`src/rtl/bus_cs_pkg.sv`:
```
package bus_cs_pkg;

    // Classification of one request by the area decoder
    typedef enum logic [1:0] {
        ACC_NONE = 2'd0,   // no access, no prefetch
        ACC_INT  = 2'd1,   // internal memory (or unmapped)
        ACC_EXT  = 2'd2    // one of the external areas
    } acc_kind_e;

    // Bus tracking state
    typedef enum logic [1:0] {
        S_IDLE = 2'd0,     // nothing asserted
        S_EXT  = 2'd1,     // a chip select is asserted / held
        S_INT  = 2'd2      // last access was internal
    } bus_state_e;

endpackage

```
`src/rtl/bus_area_decoder.sv`:
```
module bus_area_decoder
    import bus_cs_pkg::*;
#(
    parameter int DEC_W     = 4,
    parameter int NUM_AREAS = 4,
    parameter int INT_TOP   = 1,
    localparam int IDX_W    = (NUM_AREAS > 1) ? $clog2(NUM_AREAS) : 1
) (
    input  logic                         valid,
    input  logic [DEC_W-1:0]             field,
    input  logic [NUM_AREAS*DEC_W-1:0]   base_flat,
    input  logic [NUM_AREAS*DEC_W-1:0]   size_flat,
    output acc_kind_e                    kind,
    output logic [IDX_W-1:0]             area_idx
);

    logic [NUM_AREAS-1:0] hit;

    // One range comparator per area; one extra bit so base+size cannot wrap
    generate
        for (genvar k = 0; k < NUM_AREAS; k++) begin : g_area
            logic [DEC_W:0] lo;
            logic [DEC_W:0] hi;
            logic [DEC_W:0] fx;
            assign lo = {1'b0, base_flat[DEC_W*k +: DEC_W]};
            assign hi = lo + {1'b0, size_flat[DEC_W*k +: DEC_W]};
            assign fx = {1'b0, field};
            assign hit[k] = (fx >= lo) && (fx < hi);
        end
    endgenerate

    logic             any_hit;
    logic [IDX_W-1:0] pick;

    // Lowest index wins: scan downward so the last assignment is the lowest
    always_comb begin
        any_hit = 1'b0;
        pick    = '0;
        for (int k = NUM_AREAS - 1; k >= 0; k--) begin
            if (hit[k]) begin
                any_hit = 1'b1;
                pick    = IDX_W'(k);
            end
        end
    end

    logic in_internal;
    assign in_internal = ({1'b0, field} < (DEC_W+1)'(INT_TOP));

    always_comb begin
        area_idx = pick;
        if (!valid)
            kind = ACC_NONE;
        else if (in_internal || !any_hit)
            kind = ACC_INT;
        else
            kind = ACC_EXT;
    end

endmodule

```
`src/rtl/bus_cs_fsm.sv`:
```
module bus_cs_fsm
    import bus_cs_pkg::*;
#(
    parameter int ADDR_W    = 20,
    parameter int NUM_AREAS = 4,
    localparam int IDX_W    = (NUM_AREAS > 1) ? $clog2(NUM_AREAS) : 1
) (
    input  logic                  clk,
    input  logic                  rst_n,
    input  acc_kind_e             kind,
    input  logic [IDX_W-1:0]      area_idx,
    input  logic [ADDR_W-1:0]     addr,
    input  logic                  write,
    output logic [ADDR_W-1:0]     ext_addr,
    output logic [NUM_AREAS-1:0]  cs_n,
    output logic                  rd_n
);

    bus_state_e state, nxt;

    // Next-state selection
    always_comb begin
        nxt = state;
        unique case (state)
            S_IDLE, S_INT: begin
                if (kind == ACC_EXT)      nxt = S_EXT;
                else if (kind == ACC_INT) nxt = S_INT;
                else                      nxt = S_IDLE;
            end
            S_EXT: begin
                if (kind == ACC_INT)      nxt = S_INT;
                else                      nxt = S_EXT;   // same/other area or hold
            end
            default: nxt = S_IDLE;
        endcase
    end

    // State register
    always_ff @(posedge clk) begin
        if (!rst_n) state <= S_IDLE;
        else        state <= nxt;
    end

    // Registered pin drivers
    always_ff @(posedge clk) begin
        if (!rst_n) begin
            ext_addr <= '0;
            cs_n     <= '1;
            rd_n     <= 1'b1;
        end else begin
            rd_n <= 1'b1;
            unique case (nxt)
                S_EXT: begin
                    if (kind == ACC_EXT) begin
                        ext_addr <= addr;
                        cs_n     <= ~(NUM_AREAS'(1) << area_idx);
                        rd_n     <= write;
                    end
                end
                S_INT:   cs_n <= '1;
                S_IDLE:  cs_n <= '1;
                default: cs_n <= '1;
            endcase
        end
    end

endmodule

```
`src/rtl/bus_cs_ctrl.sv`:
```
module bus_cs_ctrl
    import bus_cs_pkg::*;
#(
    parameter int ADDR_W    = 20,
    parameter int DEC_W     = 4,
    parameter int NUM_AREAS = 4,
    parameter int INT_TOP   = 1
) (
    input  logic                         clk,
    input  logic                         rst_n,
    input  logic                         req_valid,
    input  logic                         req_write,
    input  logic [ADDR_W-1:0]            req_addr,
    input  logic [NUM_AREAS*DEC_W-1:0]   area_base,
    input  logic [NUM_AREAS*DEC_W-1:0]   area_size,
    output logic [ADDR_W-1:0]            ext_addr,
    output logic [NUM_AREAS-1:0]         cs_n,
    output logic                         rd_n
);

    localparam int IDX_W = (NUM_AREAS > 1) ? $clog2(NUM_AREAS) : 1;

    acc_kind_e        dec_kind;
    logic [IDX_W-1:0] dec_area;

    bus_area_decoder #(
        .DEC_W     (DEC_W),
        .NUM_AREAS (NUM_AREAS),
        .INT_TOP   (INT_TOP)
    ) u_dec (
        .valid     (req_valid),
        .field     (req_addr[ADDR_W-1 -: DEC_W]),
        .base_flat (area_base),
        .size_flat (area_size),
        .kind      (dec_kind),
        .area_idx  (dec_area)
    );

    bus_cs_fsm #(
        .ADDR_W    (ADDR_W),
        .NUM_AREAS (NUM_AREAS)
    ) u_fsm (
        .clk       (clk),
        .rst_n     (rst_n),
        .kind      (dec_kind),
        .area_idx  (dec_area),
        .addr      (req_addr),
        .write     (req_write),
        .ext_addr  (ext_addr),
        .cs_n      (cs_n),
        .rd_n      (rd_n)
    );

endmodule

```
`config.mk`:
```
export PLATFORM = sky130hd
export DESIGN_NAME = bus_cs_ctrl
export DESIGN_NICKNAME = d
export VERILOG_FILES = /design/src/rtl/bus_cs_pkg.sv /design/src/rtl/bus_area_decoder.sv /design/src/rtl/bus_cs_fsm.sv /design/src/rtl/bus_cs_ctrl.sv
export SDC_FILE = /design/constraint.sdc
export NUM_CORES = 1
export LEC_CHECK = 0
export BUFFER_PORTS_ARGS = -buffer_cell sky130_fd_sc_hd__buf_2
export CAP_MARGIN = 10
export CORE_ASPECT_RATIO = 0.9
export CORE_MARGIN = 8
export CORE_UTILIZATION = 52
export CTS_BUF_LIST = sky130_fd_sc_hd__clkbuf_8
export DETAILED_ROUTE_END_ITERATION = 6
export PLACE_DENSITY = 0.82
export SLEW_MARGIN = 20
export SYNTH_ARGS = -nofsm -noshare
export SYNTH_HDL_FRONTEND = slang
export SYNTH_SLANG_ARGS = --single-unit
```
`constraint.sdc`:
```
create_clock -name clk -period 4 [get_ports clk]
set_clock_uncertainty 0.2 [all_clocks]
set_input_delay 0.4 -clock clk [delete_from_list [all_inputs] [get_ports clk]]
set_output_delay 0.4 -clock clk [all_outputs]
set_load 0.01 [all_outputs]
```
==> qor.txt <==
Status = completed
First-pass GRT wire length = 9140 um
CP endpoint kind = register
Total CTS buffers = 3
Cells after synthesis = 252
Vias in the first global route = 2065
Finished Cell Area = 2720 um2
Setup TNS = 0 ps
Post-synth net total = 356
CP startpoint kind = input port
Grt total ovfl = 0
Row count = 22
Largest net degree at the start of global routing = 43
CTS Buffer Depth = 2
Reg2reg path depth = 3
Most frequent cells in the layout = 80 x buf_2, 48 x nand2_1, 44 x ha_1, 27 x dfxtp_1
Vias per inst = 5.27
Min-delay src = req_addr[14]
Initial antenna violation count = 0
WP buf/inv = 3
Final GP Congestion = 0.863
Post-CTS Resized = 0
Slew headroom = 57.6%
R2R setup slack = 2470 ps
RSZ-0062 raised after global routing = false
Hold EP = u_fsm.ext_addr[14]$_SDFFE_PN0P_
CTS Root Cell = clkbuf_8
Height of the die = 78.2 um
Simple-Gate Fraction of Synth Area = 14.5%
Die Wd = 85.1 um
Crit share post-route = 82.5%
Placed instance area = 2680 um2
Starting Density = 54.4%
Largest family of logic cells by synthesized area = adder cells
All-Layer GR Usage = 16.3%
Synth warn = 0
Die area = 6650 um2
Leak pwr = 1.46 nW
CP max stage delay = 500 ps
Synth async-reset ratio = 0%
Hold_ws = 171 ps
Final Critical Period = 3300 ps
Critical Path RT = 3950 ps
Clock sinks = 27
Crit-path cells = buf_2 > ha_1 > fa_1 > xnor2_1 > ha_1 > a211o_1 > a31oi_1 > or4_4 > a222oi_1 > buf_4 > a221oi_4 > buf_4 > mux2i_1
CTS Hold Bufs = 0
Share of layout cells above drive strength 1 = 27.2%
Most common cell after layout, fill and taps aside = buf_2
Slowest stage cell, crit path = or4_4
Hold Violations, Final = 0
Synthesized area = 2230 um2
Nets@finish = 436
Xor/xnor share of the synthesized area = 3.14%
Drt wl/cell = 14.2 um
VDD IR max = 150 uV
Max Fanout on Critical Path = 20
Final WL = 5370 um
# IOs = 81
Pins Over Slew Limit = 0
Syn Area/Cell = 8.86 um2
TritonCTS clock tree = built
Synth Flop Type = dfxtp_1
Critical R2R Capture = u_fsm.ext_addr[0]$_SDFFE_PN0P_
Crit path DAT = 3250 ps
DRC = 0
Peak Freq = 303 MHz
Power Dens Cells = 286 nW/um2
Drt first pass iters = 5
DRT iter0 DRCs = 53
Sequential element share of the synthesized area = 24.2%
Worst-skew pair later-pin latency = 260 ps
Synth cell types = 38
Type of the worst setup path = in -> reg
Remaining antenna violation count = 0
Slew @ Worst Pin = 635 ps
Final Setup Violations = 0
Mux share of post-synthesis cell area = 9.42%
H-tree levels = 1
Hold crit path type = in -> reg
IO buf count = 80
Post-Synth Adder-Cell Area = 28.3%
Compound-Gate Fraction of Synth Area = 15.3%
RR Startpoint = u_fsm.state[0]$_SDFF_PN0_
Post-synth EDFFs = 0
Clock slew at reported path FFs = 90 ps
Number of max-cap violations = 0
Cell family with the largest share of critical-path delay = adder cells
Total power = 0.779 mW
Dpl hpwl = 4590 um
Via count = 1997
Area growth syn-to-layout = 22.0%
Core area = 4100 um2
Post CTS Setup Buffer Count = 0
Worst hold path cell count = 3
Antenna diode count = 0
Yosys reg bits = 27
-- layer usage --
metal	share of wire [%]	vias to the layer above	routed length [um]	GRT usage, %
li1	-	1047	-	-
met5	0	-	0	0
met4	0.87	0	47	3.55
met1	44	902	2370	19.1
met2	49	44	2620	29.1
met3	6.2	4	332	4.37
-- report_power, final --
| group | total (mW) | switching [mW] | internal (mW) | leakage, nW |
|---|---|---|---|---|
| Combinational | 0.322 | 0.169 | 0.153 | 1.21 |
| Clock | 0.147 | 0.0782 | 0.0686 | 0.0269 |
| Sequential | 0.311 | 0.0155 | 0.295 | 0.222 |
-- tightest hold or removal path, stage by stage --
cell     delay (ps)
buf_2           100
nand2_1          50
mux2i_1          50
-- final cells by class --
type | count | area (um2)
well taps | 48 | 60.1
repair buffers | 82 | 415
clock buffers | 3 | 41.3
clock inverters | 1 | 3.75
multi-input cells | 198 | 1590
inverters | 20 | 75.1
flip-flops and latches | 27 | 541
fillers | 366 | 1380
-- sequential cells by signal (all words and copies together) (netlist names) --
name	flops
u_fsm.cs_n	4
u_fsm.ext_addr	20
u_fsm.rd_n	1
u_fsm.state	2
-- Yosys cell counts (2+ instances only) --
cell type,instances,share of area (%)
a211o_1,3,1.2
a211oi_1,6,2.0
a21o_1,7,2.4
a21oi_1,8,1.8
a31oi_1,2,0.56
and2b_2,2,0.78
buf_6,2,1.0
clkbuf_1,5,0.84
dfxtp_1,27,24
fa_1,4,3.6
ha_1,44,25
inv_1,20,3.4
mux2i_1,21,9.4
nand2_1,48,8.1
nand2b_1,4,1.1
nor2_1,7,1.2
nor2b_1,2,0.56
o21ai_0,11,2.5
o21bai_1,3,1.0
o22ai_1,2,0.56
xnor2_1,3,1.2
xor2_1,5,2.0
-- cell families (layout without fill, tap and decap cells) --
kind of cell             Yosys count  in the layout
AND/OR/NAND/NOR                   71             71
buffers and inverters             27            106
AO/OA/AOI/OAI                     50             50
adder cells (fa/ha/maj)           48             48
flip-flops                        27             27
multiplexers                      21             21
XOR/XNOR                           8              8
-- metrics by stage --
step	setup WS, ps	util [%]	instances
floorplan	728	-	252
global placement	512	65.3	375
detailed placement	426	65.3	375
CTS	716	66.4	379
global route	571	66.4	379
finish	700	66.4	379
-- worst max-delay path by stage --
stage / startpoint / to / cells after the start
after floorplan: area_base[4] / u_fsm.ext_addr[0]$_SDFFE_PN0P_ / 11
after global placement: area_base[4] / u_fsm.ext_addr[17]$_SDFFE_PN0P_ / 13
after detailed placement: area_base[4] / u_fsm.ext_addr[0]$_SDFFE_PN0P_ / 13
after CTS: area_base[4] / u_fsm.ext_addr[0]$_SDFFE_PN0P_ / 13
after global routing: area_base[4] / u_fsm.ext_addr[16]$_SDFFE_PN0P_ / 13
final: area_base[4] / u_fsm.ext_addr[0]$_SDFFE_PN0P_ / 13
Note: power is estimated with default switching activity, not from simulation.
